`src/rtl/wv_pkg.sv`:
```
package wv_pkg;
    typedef enum logic [1:0] {
        ST_IDLE = 2'd0,
        ST_LOAD = 2'd1,
        ST_EMIT = 2'd2,
        ST_PASS = 2'd3
    } wv_state_e;
endpackage

```
`src/rtl/wv_field_store.sv`:
```
module wv_field_store #(
    parameter int DW    = 8,
    parameter int DEPTH = 64,
    parameter int AW    = 6
) (
    input  logic          clk,
    input  logic          we,
    input  logic [AW-1:0] waddr,
    input  logic [DW-1:0] wdata,
    input  logic [AW-1:0] raddr,
    output logic [DW-1:0] rdata
);
    logic [DW-1:0] mem [DEPTH];

    always_ff @(posedge clk) begin
        if (we) mem[waddr] <= wdata;
    end

    assign rdata = mem[raddr];
endmodule

```
`src/rtl/wv_out_fifo.sv`:
```
module wv_out_fifo #(
    parameter int PW    = 11,
    parameter int DEPTH = 1024
) (
    input  logic          clk,
    input  logic          rst_n,
    input  logic          in_valid,
    output logic          in_ready,
    input  logic [PW-1:0] in_data,
    output logic          out_valid,
    input  logic          out_ready,
    output logic [PW-1:0] out_data
);
    localparam int PTW = $clog2(DEPTH);
    localparam int CW  = PTW + 1;

    logic [PW-1:0]  mem [DEPTH];
    logic [PTW-1:0] wr_q, rd_q;
    logic [CW-1:0]  cnt_q;
    logic           push, pop;

    assign in_ready  = (cnt_q != CW'(DEPTH));
    assign out_valid = (cnt_q != '0);
    assign out_data  = mem[rd_q];
    assign push      = in_valid && in_ready;
    assign pop       = out_valid && out_ready;

    always_ff @(posedge clk) begin
        if (push) mem[wr_q] <= in_data;
    end

    always_ff @(posedge clk) begin
        if (!rst_n) begin
            wr_q  <= '0;
            rd_q  <= '0;
            cnt_q <= '0;
        end else begin
            if (push) wr_q <= (wr_q == PTW'(DEPTH - 1)) ? '0 : wr_q + 1'b1;
            if (pop)  rd_q <= (rd_q == PTW'(DEPTH - 1)) ? '0 : rd_q + 1'b1;
            unique case ({push, pop})
                2'b10:   cnt_q <= cnt_q + 1'b1;
                2'b01:   cnt_q <= cnt_q - 1'b1;
                default: cnt_q <= cnt_q;
            endcase
        end
    end
endmodule

```
`src/rtl/wv_ctrl.sv`:
```
module wv_ctrl
    import wv_pkg::*;
#(
    parameter int DW = 8,
    parameter int W  = 8,
    parameter int FL = 4,
    parameter int AW = 6
) (
    input  logic          clk,
    input  logic          rst_n,
    input  logic          i_interlaced,
    input  logic [DW-1:0] s_tdata,
    input  logic          s_tvalid,
    output logic          s_tready,
    input  logic          s_tlast,
    input  logic [1:0]    s_tuser,
    output logic          c_valid,
    input  logic          c_ready,
    output logic [DW-1:0] c_data,
    output logic          c_last,
    output logic [1:0]    c_user,
    output logic          mem_we,
    output logic [AW-1:0] mem_waddr,
    output logic [AW-1:0] mem_raddr,
    input  logic [DW-1:0] mem_rdata,
    output wv_state_e     st
);
    localparam int XW = (W > 1) ? $clog2(W) : 1;
    localparam int RW = (2 * FL > 1) ? $clog2(2 * FL) : 1;

    wv_state_e      st_q, st_d;
    logic [XW-1:0]  x_q;
    logic [RW-1:0]  y_q;
    logic           par_q, prev_valid_q, prev_par_q;
    logic           in_fire, sof, x_end, load_end, emit_end, pass_end, pair;
    logic           wr_par;

    assign st       = st_q;
    assign sof      = s_tuser[0];
    assign in_fire  = s_tvalid && s_tready;
    assign x_end    = (x_q == XW'(W - 1));
    assign load_end = (st_q == ST_LOAD) && s_tvalid && x_end && (y_q == RW'(FL - 1));
    assign emit_end = (st_q == ST_EMIT) && c_ready && x_end && (y_q == RW'(2 * FL - 1));
    assign pass_end = (st_q == ST_PASS) && in_fire && s_tlast && (y_q == RW'(2 * FL - 1));
    assign pair     = prev_valid_q && (prev_par_q != par_q);
    assign wr_par   = (st_q == ST_IDLE) ? s_tuser[1] : par_q;

    assign mem_waddr = AW'(int'(wr_par) * FL * W + int'(y_q) * W + int'(x_q));
    assign mem_raddr = AW'(int'(y_q[0]) * FL * W + int'(y_q >> 1) * W + int'(x_q));

    // state register
    always_ff @(posedge clk) begin
        if (!rst_n) st_q <= ST_IDLE;
        else        st_q <= st_d;
    end

    // next state
    always_comb begin
        st_d = st_q;
        unique case (st_q)
            ST_IDLE: if (in_fire && sof) st_d = i_interlaced ? ST_LOAD : ST_PASS;
            ST_LOAD: if (load_end)       st_d = pair ? ST_EMIT : ST_IDLE;
            ST_EMIT: if (emit_end)       st_d = ST_IDLE;
            ST_PASS: if (pass_end)       st_d = ST_IDLE;
            default:                     st_d = ST_IDLE;
        endcase
    end

    // outputs
    always_comb begin
        s_tready = 1'b1;
        c_valid  = 1'b0;
        c_data   = s_tdata;
        c_last   = s_tlast;
        c_user   = s_tuser;
        mem_we   = 1'b0;
        unique case (st_q)
            ST_IDLE: begin
                if (sof && !i_interlaced) begin
                    s_tready = c_ready;
                    c_valid  = s_tvalid;
                end
                mem_we = s_tvalid && sof && i_interlaced;
            end
            ST_LOAD: mem_we = s_tvalid;
            ST_EMIT: begin
                s_tready = 1'b0;
                c_valid  = 1'b1;
                c_data   = mem_rdata;
                c_last   = x_end;
                c_user   = {1'b0, (x_q == '0) && (y_q == '0)};
            end
            ST_PASS: begin
                s_tready = c_ready;
                c_valid  = s_tvalid;
            end
            default: s_tready = 1'b1;
        endcase
    end

    // position counters and pairing history
    always_ff @(posedge clk) begin
        if (!rst_n) begin
            x_q          <= '0;
            y_q          <= '0;
            par_q        <= 1'b0;
            prev_valid_q <= 1'b0;
            prev_par_q   <= 1'b0;
        end else begin
            unique case (st_q)
                ST_IDLE: if (in_fire && sof) begin
                    x_q   <= i_interlaced ? XW'(1) : '0;
                    y_q   <= '0;
                    par_q <= s_tuser[1];
                end
                ST_LOAD: if (s_tvalid) begin
                    if (load_end) begin
                        x_q <= '0;
                        y_q <= '0;
                        if (pair) begin
                            prev_valid_q <= 1'b0;
                        end else begin
                            prev_valid_q <= 1'b1;
                            prev_par_q   <= par_q;
                        end
                    end else if (x_end) begin
                        x_q <= '0;
                        y_q <= y_q + 1'b1;
                    end else begin
                        x_q <= x_q + 1'b1;
                    end
                end
                ST_EMIT: if (c_ready) begin
                    if (emit_end) begin
                        x_q <= '0;
                        y_q <= '0;
                    end else if (x_end) begin
                        x_q <= '0;
                        y_q <= y_q + 1'b1;
                    end else begin
                        x_q <= x_q + 1'b1;
                    end
                end
                ST_PASS: if (in_fire && s_tlast) y_q <= pass_end ? '0 : y_q + 1'b1;
                default: x_q <= '0;
            endcase
        end
    end
endmodule

```
`src/rtl/wv_weave_deint.sv`:
```
module wv_weave_deint
    import wv_pkg::*;
#(
    parameter int DW      = 8,
    parameter int WIDTH   = 8,
    parameter int FIELD_LINES = 4,
    parameter bit FIFO_EN = 1'b0
) (
    input  logic          clk,
    input  logic          rst_n,
    input  logic          i_interlaced,
    input  logic [DW-1:0] s_tdata,
    input  logic          s_tvalid,
    output logic          s_tready,
    input  logic          s_tlast,
    input  logic [1:0]    s_tuser,
    output logic [DW-1:0] m_tdata,
    output logic          m_tvalid,
    input  logic          m_tready,
    output logic          m_tlast,
    output logic [1:0]    m_tuser
);
    localparam int STORE_DEPTH = 2 * FIELD_LINES * WIDTH;
    localparam int AW          = $clog2(STORE_DEPTH);
    localparam int PW          = DW + 3;
    localparam int FIFO_DEPTH  = 1024;

    wv_state_e     st;
    logic          c_valid, c_ready, c_last, mem_we;
    logic [DW-1:0] c_data, mem_rdata;
    logic [1:0]    c_user;
    logic [AW-1:0] mem_waddr, mem_raddr;
    logic [PW-1:0] c_pay, m_pay;

    wv_field_store #(.DW(DW), .DEPTH(STORE_DEPTH), .AW(AW)) u_store (
        .clk   (clk),
        .we    (mem_we),
        .waddr (mem_waddr),
        .wdata (s_tdata),
        .raddr (mem_raddr),
        .rdata (mem_rdata)
    );

    wv_ctrl #(.DW(DW), .W(WIDTH), .FL(FIELD_LINES), .AW(AW)) u_ctrl (
        .clk          (clk),
        .rst_n        (rst_n),
        .i_interlaced (i_interlaced),
        .s_tdata      (s_tdata),
        .s_tvalid     (s_tvalid),
        .s_tready     (s_tready),
        .s_tlast      (s_tlast),
        .s_tuser      (s_tuser),
        .c_valid      (c_valid),
        .c_ready      (c_ready),
        .c_data       (c_data),
        .c_last       (c_last),
        .c_user       (c_user),
        .mem_we       (mem_we),
        .mem_waddr    (mem_waddr),
        .mem_raddr    (mem_raddr),
        .mem_rdata    (mem_rdata),
        .st           (st)
    );

    assign c_pay = {c_user, c_last, c_data};

    generate
        if (FIFO_EN) begin : g_fifo
            wv_out_fifo #(.PW(PW), .DEPTH(FIFO_DEPTH)) u_fifo (
                .clk       (clk),
                .rst_n     (rst_n),
                .in_valid  (c_valid),
                .in_ready  (c_ready),
                .in_data   (c_pay),
                .out_valid (m_tvalid),
                .out_ready (m_tready),
                .out_data  (m_pay)
            );
        end else begin : g_direct
            assign m_tvalid = c_valid;
            assign c_ready  = m_tready;
            assign m_pay    = c_pay;
        end
    endgenerate

    assign {m_tuser, m_tlast, m_tdata} = m_pay;
endmodule

```
`config.mk`:
```
export PLATFORM = sky130hd
export DESIGN_NAME = wv_weave_deint
export DESIGN_NICKNAME = d
export VERILOG_FILES = /design/src/rtl/wv_pkg.sv /design/src/rtl/wv_field_store.sv /design/src/rtl/wv_out_fifo.sv /design/src/rtl/wv_ctrl.sv /design/src/rtl/wv_weave_deint.sv
export SDC_FILE = /design/constraint.sdc
export NUM_CORES = 1
export LEC_CHECK = 0
export CORE_MARGIN = 5
export CORE_UTILIZATION = 30
export DETAILED_ROUTE_END_ITERATION = 16
export PLACE_DENSITY = 0.56
export SLEW_MARGIN = 20
export SYNTH_ARGS = -nofsm -noshare
export SYNTH_HDL_FRONTEND = slang
export SYNTH_SLANG_ARGS = --single-unit
```
`constraint.sdc`:
```
create_clock -name clk -period 2.5 [get_ports clk]
set_clock_uncertainty 0.2 [all_clocks]
set_input_delay 0.625 -clock clk [delete_from_list [all_inputs] [get_ports clk]]
set_output_delay 0.625 -clock clk [all_outputs]
set_load 0.01 [all_outputs]
```
### Word level (Yosys, flattened, before mapping)

Memory sizes are Yosys's and may differ from the RTL's.
Index checks and enable logic that the tools add are counted.

| storage, ports and cells | value |
|---|---|
| flip-flop bits (word level) | 11 |
| bits in writable memories | 512 |
| output and inout bits | 13 |
| logic and storage cells | 92 |
| memories | 1 |

| operators by class | value |
|---|---|
| $add $sub $neg | 6 |
| equality and inequality tests | 14 |
| muxes and demuxes | 36 |
| bitwise gates (word level) | 1 |
| reductions and logical operators | 28 |

Memory list:

| name | depth | width | read ports | clocked after Yosys merged registers in | wr ports | RTL line | RTL |
|---|---|---|---|---|---|---|---|
| u_store.mem | 64 | 8 | 1 | 0 | 1 | wv_field_store.sv:13 | `logic [DW-1:0] mem [DEPTH];` |

Operator list:

| kind | number |
|---|---|
| 3-bit two-way mux | 14 |
| 1-bit logical AND | 17 |
| 4-bit AND reduction | 4 |
| 2-bit two-way mux | 7 |
| 6-bit by 4-bit adder with 6-bit output | 2 |
| 3-bit case mux with 4 select lines | 1 |
| 3-bit case mux with 3 select lines | 1 |
| 1-bit two-way mux | 8 |
| 8-bit two-way mux | 1 |
| 2-bit inequality test, second input constant | 4 |
| 2-bit case mux with 4 select lines | 1 |
| 3-bit by 1-bit adder with 3-bit output, second input constant | 2 |
| 6-bit by 5-bit adder with 6-bit output | 1 |
| 6-bit adder | 1 |
| 3-bit == test, second input constant | 2 |
| 3-bit zero test | 2 |
| 2-bit by 1-bit inequality test with 1-bit output, second input constant | 3 |
| 1-bit case mux with 3 select lines | 2 |
| 2-bit == test, second input constant | 2 |
| 3-bit by 2-bit == test with 1-bit output, second input constant | 1 |
| 3-bit AND reduction | 1 |
| 3-bit nonzero test | 1 |
| 2-bit by 1-bit == test with 1-bit output, second input constant | 1 |
| 2-bit zero test | 1 |
| other kinds (5) | 5 |

### Depth between registers and ports, before layout

Gate-level depths: netlist of the first run.

| depth | value |
|---|---|
| depth in word-level cells | 11 |
| depth in mapped cells | 10 |
| mapped depth without buffers | 8 |

### Cells and area by module

A second synthesis of the first run with hierarchy kept.

| second synthesis, totals | value |
|---|---|
| cell total of the unflattened synthesis | 1068 |
| area, all modules | 21179.1 sq um |

Modules (own cells, without submodules):

| module | instances | cells each | area an instance (sq um) | seq. area each (sq um) |
|---|---|---|---|---|
| wv_field_store | 1 | 932 | 20006.7 | 15374.7 |
| wv_ctrl | 1 | 136 | 1172.4 | 220.2 |

### Least setup slack after synthesis of the first run

No wires, ideal clock.

| timing path | value |
|---|---|
| kind | register -> output |
| from | register u_ctrl.st_q[0], in the netlist u_ctrl.st[0] |
| to | output port m_tdata[5] |
| arrival time | 1.862 ns |
| required time | 1.675 ns |
| path slack | -0.187 ns |
| stages on the path, launching flop included | 9 |
| buffers on the path | 3 |
| cells stage by stage | dfxtp_1 inv_1 ha_1 buf_2 clkbuf_1 clkbuf_1 o221ai_1 a21oi_1 a2bb2oi_1 |

| on the way | value |
|---|---|
| word-level cells in the longest chain between the ends | 2 |

RTL lines:

| element | RTL line | RTL |
|---|---|---|
| start: declaration | wv_ctrl.sv:31 | `wv_state_e st_q, st_d;` |
| start signal: assignment | wv_ctrl.sv:54 | `else st_q <= st_d;` |
| 2-bit == test | wv_ctrl.sv:77 | `unique case (st_q)` |
| 8-bit two-way mux | wv_ctrl.sv:77 |  |
| end: declaration | wv_weave_deint.sv:17 | `output logic [DW-1:0] m_tdata,` |

Every way passes these cells.

### Worst setup path after layout of the first run

| timing path | value |
|---|---|
| from | register u_ctrl.x_q[1] |
| to | output port m_tdata[3] |

| on the way | value |
|---|---|
| word-level cells in the longest chain between the ends | 3 |

RTL lines:

| element | RTL line | RTL |
|---|---|---|
| start: declaration | wv_ctrl.sv:32 | `logic [XW-1:0] x_q;` |
| start signal: assignment | wv_ctrl.sv:112 | `x_q <= i_interlaced ? XW'(1) : '0;` |
| start signal: assignment | wv_ctrl.sv:130 | `x_q <= x_q + 1'b1;` |
| start signal: assignment | wv_ctrl.sv:141 | `x_q <= x_q + 1'b1;` |
| 6-bit by 4-bit adder with 6-bit output | wv_ctrl.sv:49 | `assign mem_raddr = AW'(int'(y_q[0]) * FL * W + int'(y_q >> 1) * W + int'(x_q));` |
| memory read 64 x 8 bit | n/a |  |
| 8-bit two-way mux | wv_ctrl.sv:77 |  |

Every way passes these cells.

==> results.md, run 1 <==
- R2R depth: 14
- Hold-fix buffers, CTS: 0
- Die width: 277 um
- Max-slew headroom: 43.7%
- Maxcap violations: 0
- # clock sinks: 523
- Share of power burned in registers: 43.6%
- DRC viols: 0
- Simple logic cell fraction of the synthesized area: 5.06%
- DR vias/cell: 5.30
- Final min period: 3.78 ns
- WP depth: 10
- Combinational Power Share: 20.3%
- Row count: 97
- Number of iterations in the first detailed-routing pass: 5
- CP Capture Type: output port
- Most frequent CP cell: buf_8
- P&R area growth vs syn: 35.9%
- P_leak: 9.68 nW
- WL final: 69.3 mm
- Cells after Synth: 1303
- Mean Syn Cell Area: 16.4 um^2
- Power Dens Cells: 769 nW/um^2
- Syn Std Cell Area: 21300 um^2
- Die area: 76600 um^2
- YS warnings: 0
- Fraction of power spent switching nets: 26.0%
- Layout cells sized above 1: 43.9%
- Clock slew at reported path FFs: 0.06 ns
- Largest net degree at the start of global routing: 65
- Core Region: 70300 um^2
- Die Ht: 277 um
- Unrepaired setup endpoints after global routing: yes
- IO Count: 29
- RR Startpoint: u_ctrl.x_q[0]
- Final hold vios: 0
- Worst path slowest cell: o32a_1
- Via Count: 14100
- H-tree depth reported by CTS: 2
- GR Overflow Total: 0
- Async SR Flop Fraction: 0%
- Final instance area: 29000 um^2
- Peak supply drop: 609 uV
- Outcome: finished, violations left
- Count leader, synth: edfxtp_1
- RR Endpoint: u_ctrl.y_q[0]
- Complex-gate fraction of the synthesized area: 9.98%
- Crit path kind: flip-flop to output port
- Register area share after synthesis: 73.1%
- Worst slack, placed: -1.50 ns
- Hold WS: 0.234 ns
- CP arrival: 2.95 ns
- FILL cells: 6302
- Commonest cells in the netlist: 512 x edfxtp_1, 115 x nor2_1, 62 x mux2_2, 56 x nand2_1, 55 x a221oi_1
- Sw Pwr: 0.00580 W
- Buffers on Ports: 28
- Worst EP required: 1.67 ns
- Hpwl dp: 44.9 mm
- Clock network power share: 36.1%
- Iter 0 DRT Violations: 1725
- Initial Util: 30.4%
- Synth Area in Adders: 0.762%
- Cell Chain, Critical Path: buf_8 -> buf_6 -> buf_8 -> mux2i_2 -> o21ai_1 -> a311oi_2 -> a21oi_1 -> o21a_1 -> o32a_1 -> buf_2
- #FFs+latches synth: 523
- Slew at the pin with the worst max-slew slack: 0.845 ns
- Worst path buffer plus inverter count: 4
- Net count after synthesis: 1332
- Synth Area in XOR/XNOR: 0.123%
- Root Buffer: clkbuf_16
- First-pass GRT wire length: 99.3 mm
- Final ANT Viol Nets: 0
- Largest family of logic cells by synthesized area: compound AO/OA/AOI/OAI gates
- Placer Congestion: 0.915
- R2R setup slack: -0.26 ns
- Final Max Tran Viols: 0
- Final number of setup-violating endpoints: 18
- Violated checks: setup timing
- Dpl cell area: 25100 um^2
- Power Internal: 0.0165 W
- Top post-synthesis cells by area: edfxtp_1 72%, mux2_2 3.3%, mux2i_1 2.5%
- Max Clk Rate: 0.265 GHz
- Share of the synthesized area in the top cell type: 72.0%
- CTS max path bufs: 3
- Synth area leader: edfxtp_1
- EDFF count, synth: 512
- Worst setup path endpoint: m_tdata[3]
- CTS tree: done
- Worst Setup SP: u_ctrl.x_q[1]
- Worst Hold Class: primary input to flip-flop
- CTS Buf Count: 55
- Distinct cells, synth: 78
- Startpoint Class: flip-flop
- Vias in the first global route: 14200
- DR WL/cell: 26.0 um
- GR Util All Layers: 17.3%
- Critical path's top delay family: compound AO/OA/AOI/OAI gates
- Crit-path max FO: 7
- Tcrit/Tclk final: 151%
- Diode count: 0
- Initial antenna violation count: 2
- # nets final: 1720
- Slowest Stage Delay on Critical Path: 0.45 ns
- Clock latency on the worst-skew pair: 0.61 ns
- Prevailing post-synth register cell: edfxtp_1
- Worst Setup Slack, final: -1.28 ns
- Mux cell area share after synthesis: 8.37%
## registers in the layout, summed over array words and instances (netlist names)
signal,count
u_ctrl.prev_valid_q,1
u_ctrl.par_q,1
u_store.mem,512
u_ctrl.prev_par_q,1
u_ctrl.st,2
u_ctrl.y_q,3
u_ctrl.x_q,3
## area by class of cell
type	count	area, um^2	share of cell area, %
Inverter	13	68.8	0.237
Multi-Input combinational cell	689	6330	21.8
Timing Repair Buffer	409	4070	14.0
Clock buffer	66	1440	4.96
Sequential cell	523	15600	53.8
Clock inverter	30	315	1.09
Tap cell	940	1180	4.06
## cell families after synthesis
logic type,after synthesis
adders and majority gates,13
and+or+nand+nor,243
AOI/OAI and AO/OA,287
muxes,143
DFF,523
xor gates and xnor gates,3
buffers and inverters,91
## power groups by stage
stage	logic, W	clock network [W]	registers, W
after CTS	0.00413	0.00817	0.00971
final	0.00453	0.00805	0.00972
after global placement	0.00343	0	0.00992
after detailed placement	0.00344	0	0.00992
after global routing	0.00471	0.00854	0.00972
after floorplan	0.00166	0	0.00989
## layout by cell type (no fill, tap or decap), types with 18 or more instances in the layout
master	Yosys	layout
nor2_2	2	30
clkbuf_16	0	56
o21ai_0	43	22
a21oi_1	45	33
buf_12	2	38
buf_8	0	18
a22oi_1	28	25
nor2_4	0	19
edfxtp_1	512	512
buf_4	18	240
mux2_2	62	58
mux4_2	21	21
nand2_1	56	45
mux2i_1	54	49
a221oi_1	55	32
a221oi_2	0	21
buf_6	12	85
nor2_1	115	68
## layer usage
| metal | track usage, % | vias up | wire [um] |
|---|---|---|---|
| li1 | - | 6040 | - |
| met1 | 23.4 | 7266 | 28700 |
| met2 | 27.7 | 700 | 32500 |
| met3 | 3.95 | 136 | 5720 |
| met4 | 5.82 | 0 | 2420 |
| met5 | 0 | - | 0 |
## worst register-to-register path, cell delays in order, from the launching register on
cell       delay [ns]
dfxtp_4          0.41
buf_12           0.15
buf_12           0.14
buf_8            0.12
ha_4             0.13
ha_4             0.14
buf_6            0.09
buf_6            0.09
buf_6            0.10
nand4_1          0.09
a22o_1           0.26
and4b_1          0.21
a2111oi_4        0.23
buf_4            0.20
o22ai_2          0.08
## timing repair
| item | 4_1_cts | 5_1_grt |
|---|---|---|
| buffers inserted | 49 | 14 |
| setup endpoints to repair | 533 | 359 |
| cloned | 3 | 0 |
| hold endpoints to repair | 0 | 0 |
| pin swaps | 60 | 43 |
| resized for setup | 262 | 188 |
## how the worst min path moves through the flow
stage	cells after the start	endpoint	start	slack [ns]
3_3_place_gp	2	u_ctrl.prev_par_q	u_ctrl.prev_par_q	0.28
6_report	1	u_store.mem[35][2]	s_tdata[2]	0.23
3_5_place_dp	2	u_ctrl.prev_par_q	u_ctrl.prev_par_q	0.32
2_1_floorplan	2	u_ctrl.prev_par_q	u_ctrl.prev_par_q	0.27
5_1_grt	1	u_store.mem[34][2]	s_tdata[2]	0.22
4_1_cts	1	u_store.mem[35][2]	s_tdata[2]	0.21
## stage by stage
| step | instances | TNS, ns | util (%) | total power, W |
|---|---|---|---|---|
| final | 2670 | -11.83 | 41.3 | 0.0223 |
| after global routing | 2670 | -19.31 | 41.3 | 0.0230 |
| after CTS | 2658 | -10.76 | 40.0 | 0.0220 |
| after detailed placement | 2517 | -217.48 | 35.7 | 0.0134 |
| after global placement | 2517 | -205.02 | 35.7 | 0.0133 |
| after floorplan | 1303 | -2.60 | - | 0.0116 |
Power figures use the tool's default switching activity.
==> inputs of run 2 (changes only) <==
- REMOVE_ABC_BUFFERS: default -> 1
==> run 2 against run 1 <==
  * The flow still finishes with violations (setup timing)
  * Sequential share of layout area is 0.64 points lower
  * Fmax is 0.61% lower
  * First-iteration DRC count shrank 3.0%
  * Total power increased by 0.47%
  * Sequential cell count stayed put
  * Setup slack got worse by 0.023 ns
  * Clock-buffer cell count decreased by 5
  * Clock power increased by 1%
  * Critical endpoint is now m_tdata[0]
==> results.md, run 2 (synthesized netlist as in run 1, its figures left out) <==
- Outcome: finished, violations left
- Violated checks: setup timing
- Cell Chain, Critical Path: buf_12 -> buf_4 -> and2_4 -> buf_4 -> a22oi_1 -> o221ai_1 -> a21oi_1 -> nor3_2 -> o32a_1 -> buf_2
- Most common cell after layout, fill and taps aside: edfxtp_1
- CTS max path bufs: 3 (unchanged)
- Combinational Power Share: 20.3% (about the same)
- Initial Util: 30.4% (unchanged)
- Sw Pwr: 0.00584 W (+0.68%)
- Via Count: 14300 (+0.76%)
- Row count: 97 (unchanged)
- Total power: 0.0224 W (+0.47%)
- Biggest regs: u_store.mem: 512 flops, u_ctrl.x_q: 3 flops, u_ctrl.y_q: 3 flops
- Placer Congestion: 0.909 (-0.68%)
- Power Dens Cells: 763 nW/um^2 (-0.72%)
- Worst path buffer plus inverter count: 4 (unchanged)
- GR Overflow Total: 0 (unchanged)
- Fraction of power spent switching nets: 26.1% (+0.054 points)
- Most frequent CP cell: buf_4
- First-pass GRT wire length: 99.9 mm (+0.61%)
- Largest register by flop count: u_store.mem
- Worst hold path stage count: 2 (+1)
- # clock sinks: 523 (unchanged)
- Worst slack, placed: -1.58 ns (-0.0741 ns)
- Max-slew headroom: 45.2% (+1.5 points)
- Root Buffer: clkbuf_16
- Buffers on Ports: 28 (unchanged)
- Startpoint Class: flip-flop
- Final Max Tran Viols: 0 (unchanged)
- WP depth: 10 (unchanged)
- Die Ht: 277 um (unchanged)
- Unrepaired setup endpoints after global routing: yes
- Share of power burned in registers: 43.4% (-0.2 points)
- P_leak: 9.65 nW (-0.37%)
- GR Util All Layers: 17.4% (+0.13 points)
- P&R area growth vs syn: 37.5%
- Largest net degree at the start of global routing: 65 (unchanged)
- Clock network power share: 36.3% (+0.2 points)
- Crit path kind: flip-flop to output port
- Power Internal: 0.0166 W (+0.40%)
- # nets final: 1709 (-0.64%)
- Clock slew at reported path FFs: 0.06 ns (about the same)
- DR WL/cell: 26.2 um (+0.97%)
- WL final: 69.7 mm (+0.59%)
- Iter 0 DRT Violations: 1673 (-3.0%)
- CP Capture Type: output port
- Vias in the first global route: 14200 (+0.45%)
- DRC viols: 0 (unchanged)
- Die width: 277 um (unchanged)
- Max reg flops: 512 (unchanged)
- Initial antenna violation count: 1 (-1)
- Die area: 76600 um^2 (unchanged)
- Hold-fix buffers, CTS: 0 (unchanged)
- Worst Hold Class: flip-flop to flip-flop
- Final hold vios: 0 (unchanged)
- DR vias/cell: 5.36 (+1.1%)
- Worst EP required: 1.67 ns (about the same)
- Layout cells sized above 1: 44.7% (+0.78 points)
- R2R depth: 13 (-1)
- Final min period: 3.80 ns (+0.0231 ns)
- Peak supply drop: 876 uV (+44%)
- Worst path slowest cell: o32a_1
- Clock latency on the worst-skew pair: 0.60 ns (about the same)
- Maxcap violations: 0 (unchanged)
- Setup TNS: -16.48 ns (-4.65 ns)
- Commonest cells after routing, fill and taps aside: 512 x edfxtp_1, 220 x buf_4, 74 x buf_6, 68 x nor2_4, 57 x mux2_2
- CTS Buf Count: 54 (-1.8%)
- Tcrit/Tclk final: 152% (+0.92 points)
- Final number of setup-violating endpoints: 155 (+137)
- Slew at the pin with the worst max-slew slack: 0.822 ns (-0.0228 ns)
- Max Clk Rate: 0.263 GHz (-0.61%)
- CTS tree: done
- H-tree depth reported by CTS: 2 (unchanged)
- Final ANT Viol Nets: 0 (unchanged)
- Hpwl dp: 44.9 mm (-0.16%)
- Diode count: 0 (unchanged)
- Crit-path max FO: 6 (-1)
- IO Count: 29 (unchanged)
- Worst Setup Slack, final: -1.30 ns (-0.0231 ns)
- Number of iterations in the first detailed-routing pass: 6 (+1)
- CP arrival: 2.97 ns (+0.02 ns)
- Core Region: 70300 um^2 (unchanged)
- Slowest Stage Delay on Critical Path: 0.40 ns (-0.05 ns)
- Critical path's top delay family: compound AO/OA/AOI/OAI gates
[run 2: metal layers]
metal	GRT usage, %	vias to the layer above	routed length [um]
li1	-	6024	-
met1	24.3	7357	29300
met2	27.1	734	32100
met3	4.10	135	6240
met4	5.50	0	2110
met5	0	-	0
[run 2: final cells by class]
class,instances,area [um^2]
clock buffer,61,1400
sequential,523,15600
multi-input combinational,689,6680
timing repair buffer,399,4060
clock inverter,35,363
tap,940,1180
fill,6237,40900
inverter,13,63.8
[run 2: worst min-delay path: stages (launching register included)]
cell	delay [ns]
dfxtp_1	0.31
o21ai_0	0.07
a21boi_0	0.08
[run 2: through the flow]
step	hold slack, ns	util (%)	cell area [um^2]	std cells
final	0.306	41.8	29400	2660
after global routing	0.356	41.8	29400	2660
after CTS	0.310	40.0	28100	2647
after detailed placement	0.308	35.5	25000	2520
after global placement	0.280	35.5	25000	2520
after floorplan	0.269	-	20800	1225
[run 2: timing repair]
item	4_1_cts	5_1_grt
gates resized for setup	324	267
pin swaps	53	75
gates cloned	2	0
buffers inserted	37	21
setup endpoints to repair	533	529
[run 2: final timing paths]
check	startpoint	end	slack (ns)
hold / removal	u_ctrl.prev_par_q	u_ctrl.prev_par_q	0.31
setup reg to reg	u_ctrl.st[1]	u_store.mem[28][0]	-0.08
hold reg to reg	u_ctrl.prev_par_q	u_ctrl.prev_par_q	0.31
setup / recovery	u_ctrl.x_q[1]	m_tdata[0]	-1.30
[run 2: power by group through the flow]
stage,clock network [W],logic (W),registers (W)
after floorplan,0,0.00135,0.0100
after global placement,0,0.00345,0.00992
after detailed placement,0,0.00346,0.00993
after CTS,0.00827,0.00412,0.00972
after global routing,0.00866,0.00472,0.00972
final,0.00813,0.00454,0.00973
